### config.mk
export PLATFORM = sky130hd
export DESIGN_NAME = sram_async_ctl
export DESIGN_NICKNAME = d
export VERILOG_FILES = /design/src/rtl/sram_ctl_pkg.sv /design/src/rtl/sram_ctl_fsm.sv /design/src/rtl/sram_ctl_dp.sv /design/src/rtl/sram_async_ctl.sv
export SDC_FILE = /design/constraint.sdc
export NUM_CORES = 1
export LEC_CHECK = 0
export ABC_AREA = 1
export CORE_MARGIN = 2
export CORE_UTILIZATION = 32
export DETAILED_ROUTE_END_ITERATION = 10
export DONT_BUFFER_PORTS = 1
export SETUP_SLACK_MARGIN = 0.4
export SLEW_MARGIN = 15
export SYNTH_ARGS = -nofsm -noshare
export SYNTH_HDL_FRONTEND = slang
export SYNTH_SLANG_ARGS = --single-unit
### constraint.sdc
create_clock -name clk -period 1.61 [get_ports clk]
set_input_delay 0.322 -clock clk [delete_from_list [all_inputs] [get_ports clk]]
set_output_delay 0.322 -clock clk [all_outputs]
set_load 0.02 [all_outputs]
### src/rtl/sram_ctl_pkg.sv
`timescale 1ns/1ps
package sram_ctl_pkg;

  // Strobes from control to datapath; pin fields are registered, load/capture are single-cycle.
  typedef struct packed {
    logic sel;
    logic weLow;
    logic oeLow;
    logic drive;
    logic load;
    logic capture;
  } strobe_t;

  // Ceiling of ns over period, plus one safety cycle.
  function automatic int nsToCyc(input int ns, input int clkNs);
    return (ns + clkNs - 1) / clkNs + 1;
  endfunction

  // Recovery padding so turnaround + pulse + recovery covers the full write cycle.
  function automatic int recCycles(input int wcCyc, input int turnCyc, input int wpCyc);
    int rem;
    rem = wcCyc - turnCyc - wpCyc;
    return (rem > 1) ? rem : 1;
  endfunction

endpackage

### src/rtl/sram_ctl_fsm.sv
`timescale 1ns/1ps
module sram_ctl_fsm
  import sram_ctl_pkg::*;
#(
  parameter int RD_CYC   = 12,
  parameter int TURN_CYC = 5,
  parameter int WP_CYC   = 9,
  parameter int REC_CYC  = 1
) (
  input  logic    clk,
  input  logic    rstN,
  input  logic    req,
  input  logic    wr,
  output strobe_t stb,
  output logic    ack
);

  localparam int MAX_A = (RD_CYC > TURN_CYC) ? RD_CYC : TURN_CYC;
  localparam int MAX_B = (WP_CYC > REC_CYC) ? WP_CYC : REC_CYC;
  localparam int MAX_C = (MAX_A > MAX_B) ? MAX_A : MAX_B;
  localparam int CNT_W = $clog2(MAX_C + 1);

  typedef enum logic [2:0] {S_IDLE, S_READ, S_TURN, S_WPULSE, S_RECOV} state_t;

  state_t state, stateNext;
  logic [CNT_W-1:0] cnt, cntNext, lim;
  logic last;
  logic selQ, weLowQ, oeLowQ, driveQ;

  always_comb begin
    case (state)
      S_READ:   lim = CNT_W'(RD_CYC - 1);
      S_TURN:   lim = CNT_W'(TURN_CYC - 1);
      S_WPULSE: lim = CNT_W'(WP_CYC - 1);
      S_RECOV:  lim = CNT_W'(REC_CYC - 1);
      default:  lim = '0;
    endcase
  end

  assign last = (cnt == lim);

  always_comb begin
    stateNext = state;
    case (state)
      S_IDLE:   if (req) stateNext = wr ? S_TURN : S_READ;
      S_READ:   if (last) stateNext = S_IDLE;
      S_TURN:   if (last) stateNext = S_WPULSE;
      S_WPULSE: if (last) stateNext = S_RECOV;
      S_RECOV:  if (last) stateNext = S_IDLE;
      default:  stateNext = S_IDLE;
    endcase
    if (state == S_IDLE || stateNext != state) cntNext = '0;
    else                                        cntNext = cnt + 1'b1;
  end

  always_ff @(posedge clk or negedge rstN) begin
    if (!rstN) begin
      state  <= S_IDLE;
      cnt    <= '0;
      selQ   <= 1'b0;
      weLowQ <= 1'b0;
      oeLowQ <= 1'b0;
      driveQ <= 1'b0;
      ack    <= 1'b0;
    end else begin
      state  <= stateNext;
      cnt    <= cntNext;
      selQ   <= (stateNext != S_IDLE);
      weLowQ <= (stateNext == S_WPULSE);
      oeLowQ <= (stateNext == S_READ);
      driveQ <= (stateNext == S_WPULSE) || (stateNext == S_RECOV);
      ack    <= (state != S_IDLE) && (stateNext == S_IDLE);
    end
  end

  always_comb begin
    stb.sel     = selQ;
    stb.weLow   = weLowQ;
    stb.oeLow   = oeLowQ;
    stb.drive   = driveQ;
    stb.load    = (state == S_IDLE) && req;
    stb.capture = (state == S_READ) && last;
  end

  // completion pulse lasts one cycle and coincides with deselection
  a_r7_ack_single: assert property (@(posedge clk) disable iff (!rstN) ack |=> !ack);
  a_r7_ack_deselected: assert property (@(posedge clk) disable iff (!rstN) ack |-> !stb.sel);
  // driver still on in the cycle after write enable rises
  a_r6_hold_after_pulse: assert property (@(posedge clk) disable iff (!rstN)
    $fell(stb.weLow) |-> stb.drive);
  // no load while selected
  a_r8_no_load_busy: assert property (@(posedge clk) disable iff (!rstN)
    (stb.sel && !ack) |-> !stb.load || ack);

endmodule

### src/rtl/sram_ctl_dp.sv
`timescale 1ns/1ps
module sram_ctl_dp
  import sram_ctl_pkg::*;
#(
  parameter int ADDR_W = 18,
  parameter int DATA_W = 8
) (
  input  logic              clk,
  input  logic              rstN,
  input  strobe_t           stb,
  input  logic [ADDR_W-1:0] addr,
  input  logic [DATA_W-1:0] wdata,
  input  logic [DATA_W-1:0] memDqIn,
  output logic [DATA_W-1:0] rdata,
  output logic [ADDR_W-1:0] memAddr,
  output logic              memCeN,
  output logic              memCe2,
  output logic              memWeN,
  output logic              memOeN,
  output logic [DATA_W-1:0] memDqOut,
  output logic              memDqOe
);

  logic [ADDR_W-1:0] addrQ;
  logic [DATA_W-1:0] wdataQ;

  always_ff @(posedge clk or negedge rstN) begin
    if (!rstN) begin
      addrQ  <= '0;
      wdataQ <= '0;
      rdata  <= '0;
    end else begin
      if (stb.load) begin
        addrQ  <= addr;
        wdataQ <= wdata;
      end
      if (stb.capture) rdata <= memDqIn;
    end
  end

  assign memAddr  = addrQ;
  assign memCeN   = ~stb.sel;
  assign memCe2   = stb.sel;
  assign memWeN   = ~stb.weLow;
  assign memOeN   = ~stb.oeLow;
  assign memDqOut = wdataQ;
  assign memDqOe  = stb.drive;

  // output enable high and driver on for the whole write pulse
  a_r5_oe_high_in_write: assert property (@(posedge clk) disable iff (!rstN)
    !memWeN |-> (memOeN && memDqOe));
  // never drive while the memory is allowed to drive
  a_r10_no_contention: assert property (@(posedge clk) disable iff (!rstN)
    !memOeN |-> !memDqOe);
  // address steady while the memory stays selected
  a_r9_addr_stable: assert property (@(posedge clk) disable iff (!rstN)
    (!memCeN && $past(!memCeN)) |-> $stable(memAddr));
  // write data steady during the pulse
  a_r5_data_stable: assert property (@(posedge clk) disable iff (!rstN)
    (!memWeN && $past(!memWeN)) |-> $stable(memDqOut));

endmodule

### src/rtl/sram_async_ctl.sv
`timescale 1ns/1ps
module sram_async_ctl
  import sram_ctl_pkg::*;
#(
  parameter int ADDR_W    = 18,
  parameter int DATA_W    = 8,
  parameter int CLK_NS    = 5,
  parameter int T_RD_NS   = 55,
  parameter int T_WP_NS   = 40,
  parameter int T_WC_NS   = 55,
  parameter int T_REL_NS  = 20
) (
  input  logic              clk,
  input  logic              rstN,
  input  logic              req,
  input  logic              wr,
  input  logic [ADDR_W-1:0] addr,
  input  logic [DATA_W-1:0] wdata,
  output logic              ack,
  output logic [DATA_W-1:0] rdata,
  output logic [ADDR_W-1:0] memAddr,
  output logic              memCeN,
  output logic              memCe2,
  output logic              memWeN,
  output logic              memOeN,
  output logic [DATA_W-1:0] memDqOut,
  input  logic [DATA_W-1:0] memDqIn,
  output logic              memDqOe
);

  localparam int RD_CYC   = nsToCyc(T_RD_NS, CLK_NS);
  localparam int WP_CYC   = nsToCyc(T_WP_NS, CLK_NS);
  localparam int WC_CYC   = nsToCyc(T_WC_NS, CLK_NS);
  localparam int TURN_CYC = nsToCyc(T_REL_NS, CLK_NS);
  localparam int REC_CYC  = recCycles(WC_CYC, TURN_CYC, WP_CYC);

  strobe_t stb;

  sram_ctl_fsm #(
    .RD_CYC(RD_CYC), .TURN_CYC(TURN_CYC), .WP_CYC(WP_CYC), .REC_CYC(REC_CYC)
  ) fsm_i (
    .clk(clk), .rstN(rstN), .req(req), .wr(wr), .stb(stb), .ack(ack)
  );

  sram_ctl_dp #(.ADDR_W(ADDR_W), .DATA_W(DATA_W)) dp_i (
    .clk(clk), .rstN(rstN), .stb(stb), .addr(addr), .wdata(wdata),
    .memDqIn(memDqIn), .rdata(rdata), .memAddr(memAddr), .memCeN(memCeN),
    .memCe2(memCe2), .memWeN(memWeN), .memOeN(memOeN), .memDqOut(memDqOut),
    .memDqOe(memDqOe)
  );

endmodule

# Word level (Yosys, flattened, before mapping)
# Index checks and enable logic that the tools add are counted.
[word_totals]
wordCells = 41
regBits = 46
out_inout_bits = 40
[classes]
n_reduce_logical = 10
n_eq_ne = 9
n_bitwise = 3
mux = 8
add_sub_neg = 1
[op_table]
columns = ["op", "count"]
rows = [
  ["$mux 3", 4],
  ["$pmux 3 s4", 1],
  ["$pmux 4 s3", 1],
  ["$eq 3x2->1 const B", 3],
  ["$eq 3x1->1 const B", 2],
  ["$eq 3x3->1 const B", 2],
  ["$logic_not 3->1", 2],
  ["$reduce_bool 3->1", 2],
  ["$add 4x1->4 const B", 1],
  ["$eq 4x4->1", 1],
  ["$mux 4", 1],
  ["$logic_and 1x1->1", 3],
  ["$ne 3x3->1", 1],
  ["$not 1->1", 3],
  ["$logic_or 1x1->1", 2],
  ["$mux 2", 1],
  ["$reduce_or 2->1", 1],
]

# Depth between registers and ports, before layout
# Gate-level depths: netlist of the first run.
[depth]
word_depth = 8
depth_mapped = 11
ltp_nobuf = 11

# Modules after synthesis
# From an unflattened synthesis of the first run, not the netlist that was laid out.
[unflattened]
hier_cells = 233
hier_area_um2 = 2018.2
[by_module_without_submodules]
columns = ["mod", "area_each_um2", "instances", "cells_each"]
rows = [
  ["sram_ctl_dp", 1348.8, 1, 149],
  ["sram_ctl_fsm", 669.4, 1, 84],
]

# Least setup slack after synthesis of the first run
# No wires, ideal clock.
[synth_timing]
path_kind = "reg2reg"
startpoint = "reg fsm_i.state[2]"
endpoint = "reg dp_i.rdata[6]"
t_required_ps = 1493
stages_incl_launch_ff = 10
setup_time_ps = 117
t_arrival_ps = 1449
period_less_slack_ps = 1566
slack_ps = 44
path_cell_list = "dfrtp_1 > nor2_2 > nand3_1 > nand2_2 > nand3_4 > or2_1 > buf_6 > buf_12 > nand2_2 > o21ai_2"
[synth_via]
elab_chain_cells = 4
word_cells_on_any_way = 6
classes_between = "eq/ne (4); mux (1); reduce/logical (1)"
[synth_rtl]
columns = ["item", "line", "text"]
rows = [
  ["start: declaration", "sram_ctl_fsm.sv:25", "state_t state, stateNext;"],
  ["start signal: assignment", "sram_ctl_fsm.sv:66", "state <= stateNext;"],
  ["$eq 3x2->1 / $eq 3x1->1 (equally long branches)", "sram_ctl_fsm.sv:31, sram_ctl_fsm.sv:82", ""],
  ["$pmux 4 s3", "sram_ctl_fsm.sv:31", "case (state)"],
  ["$eq 4x4->1", "sram_ctl_fsm.sv:40", "assign last = (cnt == lim);"],
  ["$logic_and 1x1->1 (*)", "sram_ctl_fsm.sv:82", "stb.capture = (state == S_READ) && last;"],
  ["end signal: assignment", "sram_ctl_dp.sv:37", "if (stb.capture) rdata <= memDqIn;"],
  ["end: declaration", "sram_ctl_dp.sv:14", "output logic [DATA_W-1:0] rdata,"],
]
# Every way passes the cells marked *; elsewhere a longest branch is shown, timed or not.
# A chain may end at the register's enable or synchronous reset.

# Worst setup path in the final report of the first run
[layout_timing]
startpoint = "reg fsm_i.state[0]"
endpoint = "reg dp_i.addrQ[0] (netlist: dp_i.memAddr[0])"
[layout_via]
elab_chain_cells = 2
[layout_rtl]
columns = ["item", "line", "text"]
rows = [
  ["$logic_not 3->1", "sram_ctl_fsm.sv:81", "stb.load = (state == S_IDLE) && req;"],
  ["$logic_and 1x1->1", "sram_ctl_fsm.sv:81", ""],
  ["end signal: assignment", "sram_ctl_dp.sv:34", "addrQ <= addr;"],
  ["end: declaration", "sram_ctl_dp.sv:24", "logic [ADDR_W-1:0] addrQ;"],
]
# No other way between the ends.

==> results by group, run 1 <==
Timing
  • Period utilization: between 90% and 100%
  • Least-Margin Pin Slew: around 0.26 ns
  • Final setup viols: 0
  • Final Slew Violations: 0
  • WHS: -0.2940 ns
  • Setup slack after layout: roughly 0.050 ns
  • Fin. Hold Viols: between 40 and 50
  • Slew HR: between 80 and 90%
  • Fmax: 0.6412 GHz
  • Crit path time final: about 1.6 ns
  • RSZ-0062 raised after global routing: true
  • Clock skew: 0.01143 ns

Floorplan
  • Core area: 0.005921 mm^2
  • Initial Util: 33.03%
  • Row count: 28
  • Die area: around 0.0068 mm^2
  • I/O pins: 78
  • Die width: 82.18 um
  • Die Y: approximately 82 um

Clock tree
  • CTS tree: done
  • Clock root cell: clkbuf_8
  • CTS clock-pin slew for the worst setup and hold paths: 0.09 ns
  • Clock buffer count from CTS: 5
  • Clk Latency, worst-skew pair: 0.30 ns
  • Sink Count: 46
  • CTS Buffer Depth: 2
  • H-tree Lvls: 2

Worst setup path
  • Worst Setup End Kind: flip-flop
  • CP Max Fanout: 25
  • WS Path Type: reg -> reg
  • Crit start category: flip-flop
  • CP arrival: 1.74 ns
  • Required @ worst endpoint: between 1.5 and 2 ns

Synth
  • Yosys top cell area share: roughly three fifths
  • Synth cell count leaders: dfrtp_1, mux2_2, nand2_1
  • Number of synthesized flops with an enable pin: 0
  • Ys Warns: 0
  • Synthesized area per cell: 11.44 um^2
  • Top cells by area, synth: dfrtp_1, mux2_2, nand2_1
  • Top_reg_cell synth: dfrtp_1
  • Synthesized area: 0.001956 mm^2
  • Synth async-reset ratio: 100.0%
  • Yosys reg bits: 46
  • Syn Nets: 210
  • Sequential-to-total area share from yosys stat: around 59%
  • Cell taking the most area after synthesis: dfrtp_1
  • Yosys cell types: 21
  • Cells after synthesis: 171
  • Most frequent cell after synthesis: dfrtp_1

Placed design
  • Instance area at placement: roughly 0.0020 mm^2
  • Placed cells: around 250
  • Pre-CTS WS: -0.001835 ns
  • PortBufs: 0
  • Hpwl dp: 2491 um
  • Final RePlAce weighted congestion: 0.8414

Hold path
  • Tightest Hold Check Type: in -> async

Layout
  • NumNets Final: about 230
  • Fill count: about 540
  • Fin area: about 0.0025 mm^2
  • Non-Filler Instances: 269
  • Area Overhead vs Synth: 29.81%
  • Layout cells sized above 1: a little over half
  • Ant diodes: 0

Power and ir drop
  • PwrDens: 2198 mW/mm^2
  • Leakage power figure: 1.300 nW
  • Worst vdd ir: 0.0009048 V

Detailed routing
  • Remaining DRCs: 0
  • Routed vias: 1273
  • DRT iter0 DRCs: 51
  • DRT antenna net count: 0
  • TritonRoute pass-1 iters: 4
  • Drt via density: 4.732
  • WL/cell: 15.16 um
  • Routed WL: 4077 um

Global routing
  • GRT Util Overall: 10.82%
  • Pin count of the biggest net entering global routing: 47
  • First-pass GRT wire length: 5457 um
  • Vias in the first global route: 1171
  • Initial antenna violation count: 0
  • Remaining Overflow, GRT: 0

Status
  • Status: complete, but fails checks
  • Violated checks: negative hold slack

Run
  • Max cap viols: 0
[per-layer routing]
| layer | vias up | GRT usage (%) | wire length [um] |
|---|---|---|---|
| met1 | 624 | 11.89 | 1575 |
| li1 | 580 | - | - |
| met2 | 58 | 18.21 | 2081 |
| met4 | 0 | 4.833 | 106 |
| met5 | - | 0 | 0 |
| met3 | 11 | 4.565 | 312 |
[cell families (layout without fill, tap and decap cells)]
| group | after synthesis | in the layout | share of synthesized area (%) |
|---|---|---|---|
| DFF | 46 | 46 | 58.86 |
| buffers and inverters | 28 | 51 | 6.718 |
| xor gates and xnor gates | 3 | 3 | 1.344 |
| and+or+nand+nor | 55 | 55 | 12.86 |
| AOI/OAI and AO/OA | 12 | 12 | 4.607 |
| muxes | 26 | 26 | 14.97 |
| adders and majority gates | 1 | 1 | 0.6397 |
[placed cells by master (no fill, tap or decap), types with 2 or more instances in the layout]
cell type | Yosys | layout
xor2_1 | 2 | 2
nand2_4 | 0 | 2
buf_12 | 1 | 2
nand2_2 | 6 | 19
clkbuf_8 | 0 | 5
inv_2 | 3 | 3
mux2_4 | 0 | 26
o21ai_2 | 8 | 9
inv_1 | 21 | 20
nand2_1 | 24 | 9
nor2_2 | 2 | 4
buf_4 | 0 | 12
dfrtp_1 | 46 | 43
buf_6 | 1 | 4
nand3_2 | 0 | 5
nor2_4 | 0 | 2
dfrtp_2 | 0 | 3
nor2_1 | 14 | 10
[metrics by stage]
stage,power (mW),TNS (ns),util [%]
global placement,3.887,0,34.59
detailed placement,3.939,-0.002047,34.59
finish,5.580,0,42.88
global route,5.929,-0.1758,42.88
CTS,5.227,0,40.30
floorplan,3.642,0,-
[path summary, 6_finish.rpt]
| path | start | to | slack [ns] | cells after the start |
|---|---|---|---|---|
| hold reg to reg | fsm_i.cnt[0]$_DFF_PN0_ | fsm_i.cnt[0]$_DFF_PN0_ | 0.48 | 1 |
| setup / recovery | fsm_i.state[0]$_DFF_PN0_ | dp_i.memAddr[0]$_DFFE_PN0P_ | 0.05 | 5 |
| hold / removal | rstN | fsm_i.driveQ$_DFF_PN0_ | -0.29 | 0 |
| max in group asynchronous | rstN | fsm_i.state[2]$_DFF_PN0_ | 1.77 | 0 |
| setup reg to reg | fsm_i.state[0]$_DFF_PN0_ | dp_i.memAddr[0]$_DFFE_PN0P_ | 0.05 | 5 |
| min in group clk | memDqIn[5] | dp_i.rdata[5]$_DFFE_PN0P_ | 0.15 | 2 |
[sequential cells by signal, indices dropped and copies added (netlist names)]
name and count:
dp_i.memAddr 18, dp_i.memDqOut 8, dp_i.rdata 8, fsm_i.ack 1
fsm_i.cnt 4, fsm_i.driveQ 1, fsm_i.oeLowQ 1, fsm_i.selQ 1
fsm_i.state 3, fsm_i.weLowQ 1
[critical path, cell delays in order, from the launching register on]
cell     delay (ns)
dfrtp_2        0.45
buf_6          0.14
nor3_4         0.20
nand2_2        0.13
buf_12         0.19
mux2_4         0.31
[area by class of cell]
cell class	instances	area, um^2	area share, %
clock buffer	6	72.57	2.859
clock inverter	2	37.54	1.479
inverter	24	92.59	3.647
multi-input combinational	97	884.6	34.84
sequential	46	1155	45.49
tap	75	93.84	3.696
timing repair buffer	19	202.7	7.984
[repair_timing]
action / CTS / global route
pin swaps: 11 / 5
setup endpoints to repair: 47 / 47
cloned: 1 / 0
endpoints found under the hold margin: 46 / 46
setup buffers: 14 / 1
resized for setup: 32 / 41
[report_power, final]
group / total (mW) / internal [mW] / switching, mW
clock network: 0.852 / 0.463 / 0.389
registers: 2.67 / 1.70 / 0.971
logic: 2.06 / 1.14 / 0.922
total: 5.58 / 3.30 / 2.28
Note: power is estimated with default switching activity, not from simulation.
==> run 2, diff against run 1 <==
--- a/config.mk
+++ b/config.mk
@@ -8,6 +8,7 @@
 export ABC_AREA = 1
 export CORE_MARGIN = 2
 export CORE_UTILIZATION = 32
+export CTS_BUF_LIST = sky130_fd_sc_hd__clkbuf_16
 export DETAILED_ROUTE_END_ITERATION = 10
 export DONT_BUFFER_PORTS = 1
 export SETUP_SLACK_MARGIN = 0.4
==> results by group, run 2 (synthesis results as in run 1) <==
Layout
  • Non-Filler Instances: about 270
  • Commonest non-fill, non-tap cell in the layout: dfrtp_1
  • Area Overhead vs Synth: 33.91%
  • Ant diodes: 0
  • Layout cells sized above 1: between 50% and 60%
  • Max reg flops: 18
  • NumNets Final: around 240
  • Fin util: between 40% and 50%
  • Commonest cells after routing, fill and taps aside: dfrtp_1, inv_1, mux2_2

Worst setup path
  • CP Launch Point: fsm_i.state[2]$_DFF_PN0_
  • Crit start category: flip-flop
  • Worst setup path end: fsm_i.cnt[3]$_DFF_PN0_
  • CP Max Fanout: 6
  • Slack of the worst reg-to-reg path: 0.004 ns
  • WS Path Type: reg -> reg
  • CP arrival: 1.81 ns
  • Reg2Reg Depth: 10
  • R2R Path Start: fsm_i.state[2]$_DFF_PN0_
  • Required @ worst endpoint: 1.82 ns
  • RR Endpoint: fsm_i.cnt[3]$_DFF_PN0_
  • Worst Setup End Kind: flip-flop

Power and ir drop
  • Logic pwr share: about a third
  • PwrDens: 2221 mW/mm^2
  • Share of power burned in registers: about 46%
  • Leakage power figure: approximately 1.3 nW
  • Internal Power: 3.480 mW
  • Sw Ratio: 40.16%
  • Worst vdd ir: 0.0009030 V
  • Switching pwr: about 2.3 mW
  • Clk pwr share: 19.7%

Detailed routing
  • WL met3: roughly 340 um
  • Highest Signal Layer: met4
  • Met2 WL: 2118 um
  • DRT antenna net count: 0
  • WL/cell: approximately 15 um
  • Remaining DRCs: 0
  • Drt via density: roughly 4.7
  • Routed vias: 1285
  • DRT iter0 DRCs: 43
  • TritonRoute pass-1 iters: 6
  • Routed WL: 4177 um
  • Met1 WL: between 1500 and 2000 um

Clock tree
  • CTS tree: done
  • Clock buffer count from CTS: 5
  • Clock root cell: clkbuf_16
  • H-tree Lvls: 2
  • Clk Latency, worst-skew pair: ~0.28 ns
  • CTS clock-pin slew for the worst setup and hold paths: ~0.060 ns
  • CTS Buffer Depth: 2
  • Sink Count: 46

Timing
  • Final setup TNS: 0 ns
  • Crit path time final: 1.606 ns
  • Slew HR: just over 80%
  • RSZ-0062 raised after global routing: true
  • WHS: -0.2713 ns
  • Fmax: 0.6227 GHz
  • Final setup viols: 0
  • Fin. Hold Viols: 46
  • Final Slew Violations: 0
  • Setup slack after layout: between 0.004 and 0.005 ns
  • Clock skew: 0.006720 ns
  • Period utilization: 99.74%
  • Least-Margin Pin Slew: 0.2888 ns

Global routing
  • Initial antenna violation count: 0
  • First-pass GRT wire length: 5471 um
  • Remaining Overflow, GRT: 0
  • Vias in the first global route: 1169
  • GRT Util Overall: around 11%
  • Pin count of the biggest net entering global routing: 47

Run
  • Max cap viols: 0

Floorplan
  • Die area: 0.006753 mm^2
  • I/O pins: 78
  • Initial Util: 33.03%
  • Die Y: 82.18 um
  • Die width: between 80 and 90 um
  • Row count: 28
  • Core area: 0.005921 mm^2

Placed design
  • Hpwl dp: 2491 um
  • Placed cells: 245
  • Final RePlAce weighted congestion: 0.8414
  • PortBufs: 0
  • Pre-CTS WS: -0.001835 ns

Status
  • Violated checks: negative hold slack
  • Status: complete, but fails checks

Hold path
  • Tightest Hold Check Type: in -> async
[run 2: cell count changes in the layout (fill, tap and decap cells not counted), moves of 2 or more]
cell | previous run | this run
mux2_2 | 0 | 20
nand2_2 | 19 | 9
nor2_1 | 10 | 12
nor2_2 | 4 | 1
buf_4 | 12 | 14
mux2_4 | 26 | 6
nand2_4 | 2 | 11
clkbuf_8 | 5 | 0
clkbuf_16 | 0 | 8
[run 2: stage by stage]
| step | cell area [um^2] | total power [mW] | hold slack (ns) |
|---|---|---|---|
| after detailed placement | 2048 | 3.939 | 0.02732 |
| final | 2619 | 5.816 | -0.2713 |
| after CTS | 2415 | 5.535 | -0.2798 |
| after global routing | 2619 | 6.153 | -0.2862 |
| after global placement | 2048 | 3.887 | 0.02760 |
| after floorplan | 1961 | 3.642 | 0.02641 |
[run 2: how the worst min path moves through the flow]
| stage | start | to | slack [ns] | depth (start not counted) |
|---|---|---|---|---|
| 2_1_floorplan | rstN | dp_i.memAddr[0]$_DFFE_PN0P_ | 0.03 | 0 |
| 3_3_place_gp | rstN | fsm_i.driveQ$_DFF_PN0_ | 0.03 | 0 |
| 3_5_place_dp | rstN | fsm_i.driveQ$_DFF_PN0_ | 0.03 | 0 |
| 4_1_cts | rstN | dp_i.memAddr[13]$_DFFE_PN0P_ | -0.28 | 0 |
| 5_1_grt | rstN | fsm_i.state[0]$_DFF_PN0_ | -0.29 | 0 |
| 6_report | rstN | fsm_i.state[0]$_DFF_PN0_ | -0.27 | 0 |
[run 2: metal layers]
layer | vias to the layer above | GRT usage [%]
met1 | 607 | 12.03
met4 | 0 | 5.167
met2 | 70 | 18.46
met3 | 15 | 4.674
met5 | - | 0
li1 | 593 | -
[run 2: critical path, stage by stage (launching register included)]
cell	delay, ns
dfrtp_2	0.47
inv_2	0.11
nand3_2	0.11
nand2_2	0.09
nand2_2	0.07
nand3_4	0.12
buf_4	0.12
nor2_1	0.03
nor2_1	0.14
nand3_2	0.14
nor2_1	0.12
[run 2: repair_timing]
action                                  CTS  global route
pin swaps                                12             9
hold endpoints to repair                 46            46
resized for setup                        31            29
setup buffers                            13             3
cloned                                    0             3
endpoints found under the setup margin   47            47
[run 2: power groups by stage]
stage          clock network (mW)  registers, mW  logic [mW]
6_report                     1.15           2.69        1.98
2_1_floorplan                   0           2.54        1.10
4_1_cts                      1.19           2.65        1.69
3_3_place_gp                    0           2.65        1.24
3_5_place_dp                    0           2.66        1.28
5_1_grt                      1.24           2.77        2.14
[run 2: cell type report]
type,count,area (um^2)
fill,536,3302
sequential,46,1155
multi-input combinational,97,857.1
timing repair buffer,22,254.0
clock buffer,5,125.1
tap,75,93.84
inverter,24,92.59
clock inverter,3,41.29
==> run 3, diff against run 2 <==
--- a/config.mk
+++ b/config.mk
@@ -6,11 +6,11 @@
 export NUM_CORES = 1
 export LEC_CHECK = 0
 export ABC_AREA = 1
+export BUFFER_PORTS_ARGS = -buffer_cell sky130_fd_sc_hd__clkbuf_2
 export CORE_MARGIN = 2
 export CORE_UTILIZATION = 32
 export CTS_BUF_LIST = sky130_fd_sc_hd__clkbuf_16
 export DETAILED_ROUTE_END_ITERATION = 10
-export DONT_BUFFER_PORTS = 1
 export SETUP_SLACK_MARGIN = 0.4
 export SLEW_MARGIN = 15
 export SYNTH_ARGS = -nofsm -noshare
==> results by group, run 3 (synthesis results as in run 1) <==
Power and ir drop
  • PwrDens: between 2000 and 2500 mW/mm^2
  • Final Total Pwr: 6.028 mW
  • Internal Power: about 3.6 mW
  • Clk pwr share: 16.8%
  • Logic pwr share: 49.6%
  • Share of power burned in registers: approximately a third
  • Worst vdd ir: 0.0008270 V
  • Sw Ratio: 40.65%
  • Switching pwr: approximately 2.5 mW
  • Leakage power figure: 1.532 nW

Detailed routing
  • DRT iter0 DRCs: 38
  • WL/cell: 12.09 um
  • DRT antenna net count: 0
  • Remaining DRCs: 0
  • Drt via density: approximately 4.4
  • Routed vias: 1541
  • TritonRoute pass-1 iters: 4
  • Routed WL: 4218 um

Floorplan
  • Initial Util: 33.03%
  • Die width: between 80 and 90 um
  • Core area: ~0.0059 mm^2
  • Die Y: ~80 um
  • Row count: 28
  • I/O pins: around 80
  • Die area: 0.006753 mm^2

Clock tree
  • CTS Buffer Depth: 2
  • Clock root cell: clkbuf_16
  • Clk Latency, worst-skew pair: 0.28 ns
  • Sink Count: 46
  • H-tree Lvls: 2
  • CTS clock-pin slew for the worst setup and hold paths: 0.06 ns
  • CTS tree: done
  • Clock buffer count from CTS: 5
  • Hold buffer count at CTS: 0

Hold path
  • Tightest Hold Check Type: in -> async

Layout
  • Area of the multi-input gates: 808.3 um^2
  • Max reg flops: 18
  • NumNets Final: between 300 and 400
  • Commonest non-fill, non-tap cell in the layout: clkbuf_2
  • Ant diodes: 0
  • Area Overhead vs Synth: 49.33%
  • Non-Filler Instances: 349
  • Commonest cells after routing, fill and taps aside: clkbuf_2, dfrtp_1, mux2_2
  • Fill count: 542
  • Layout cells sized above 1: 66.42%
  • Fin area: 0.002920 mm^2
  • Reg area: 0.001154 mm^2

Global routing
  • Vias in the first global route: approximately 1400
  • First-pass GRT wire length: 6299 um
  • Remaining Overflow, GRT: 0
  • GRT Util Overall: 12.29%
  • Initial antenna violation count: 0
  • Pin count of the biggest net entering global routing: 47

Timing
  • Crit path time final: 1.549 ns
  • Slew HR: 81.29%
  • Clock skew: 0.004424 ns
  • Final Slew Violations: 0
  • Fmax: 0.6456 GHz
  • RSZ-0062 raised after global routing: true
  • Period utilization: 96.20%
  • Final setup viols: 0
  • Fin. Hold Viols: 0
  • WHS: about 0.01 ns
  • Least-Margin Pin Slew: 0.2797 ns
  • Final setup TNS: 0 ns

Worst setup path
  • Worst Setup End Kind: flip-flop
  • CP arrival: 1.72 ns
  • CP most frequent cell: nand2_2
  • Crit path max-delay family: simple AND/OR/NAND/NOR gates
  • CP max stage delay: 0.45 ns
  • Required @ worst endpoint: 1.78 ns
  • Critical path cell sequence: inv_4, nor2_4, nand3_2, nand2_2, nand3_4, or2_4, buf_12, nand2_2, o21ai_2
  • CP Max Fanout: 8
  • WP buf/inv: 2
  • Max stage delay cell, worst path: dfrtp_2
  • WS Path Type: reg -> reg
  • Crit start category: flip-flop

Placed design
  • Final RePlAce weighted congestion: 0.8147
  • Placed cells: approximately 320
  • PortBufs: just under 80
  • Hpwl dp: 2746 um
  • Instance area at placement: ~0.0025 mm^2

Status
  • Status: finished, final reports clean

Run
  • Max cap viols: 0
run 3: cell count changes in the layout (fill, tap and decap cells not counted), sizes merged:
cell | previous run | this run
clkinv | 0 | 1
buf | 19 | 25
bufinv | 1 | 0
clkbuf | 8 | 79
run 3: metrics by stage:
| step | setup slack [ns] | util [%] |
|---|---|---|
| 6_report | 0.06115 | 49.32 |
| 5_1_grt | -0.01147 | 49.32 |
| 4_1_cts | 0.1260 | 47.34 |
| 3_5_place_dp | 0.03285 | 41.57 |
| 3_3_place_gp | 0.08669 | 41.57 |
| 2_1_floorplan | 0.08004 | - |
run 3: cell type report:
class / count / area share, %
Multi-Input combinational cell: 97 / 27.68
Inverter: 24 / 3.171
Clock buffer: 5 / 4.284
Sequential cell: 46 / 39.50
Tap cell: 75 / 3.213
Clock inverter: 3 / 0.8569
Timing Repair Buffer: 99 / 21.29
run 3: worst register-to-register path, stage by stage (launching register included):
cell	delay, ns
dfrtp_2	0.45
inv_4	0.07
nor2_4	0.12
nand3_2	0.08
nand2_2	0.10
nand3_4	0.09
or2_4	0.27
buf_12	0.16
nand2_2	0.06
o21ai_2	0.05
run 3: repair_timing:
| action | 4_1_cts | 5_1_grt |
|---|---|---|
| pin swaps | 6 | 8 |
| endpoints found under the setup margin | 46 | 49 |
| gates resized for setup | 20 | 32 |
| cloned | 1 | 0 |
| buffers inserted | 13 | 3 |
| endpoints found under the hold margin | 0 | 0 |
run 3: power by group through the flow:
stage / Combinational, mW / Sequential (mW) / Clock [mW]
final: 2.99 / 2.03 / 1.01
after CTS: 2.74 / 2.00 / 1.05
after floorplan: 1.10 / 2.54 / 0
after global routing: 3.23 / 2.10 / 1.10
after global placement: 2.39 / 1.99 / 0
after detailed placement: 2.42 / 2.00 / 0
run 3: worst paths after layout:
| check | from | to | slack, ns | depth (start not counted) |
|---|---|---|---|---|
| worst max-delay path | fsm_i.state[0]$_DFF_PN0_ | dp_i.rdata[2]$_DFFE_PN0P_ | 0.06 | 9 |
| worst min-delay path | rstN | fsm_i.weLowQ$_DFF_PN0_ | 0.01 | 2 |
| worst max register to register | fsm_i.state[0]$_DFF_PN0_ | dp_i.rdata[2]$_DFFE_PN0P_ | 0.06 | 9 |
| worst min register to register | fsm_i.cnt[0]$_DFF_PN0_ | fsm_i.cnt[0]$_DFF_PN0_ | 0.48 | 1 |
| max in group asynchronous | rstN | dp_i.memAddr[1]$_DFFE_PN0P_ | 1.37 | 2 |
| min in group clk | memDqIn[6] | dp_i.rdata[6]$_DFFE_PN0P_ | 0.26 | 3 |
run 3: per-layer routing:
| layer | global-route usage (%) | share of wire (%) | up-vias |
|---|---|---|---|
| met5 | 0 | 0 | - |
| met2 | 22.11 | 53 | 61 |
| met3 | 3.261 | 6.3 | 8 |
| met4 | 3.833 | 1.2 | 0 |
| li1 | - | - | 746 |
| met1 | 14.23 | 39 | 726 |
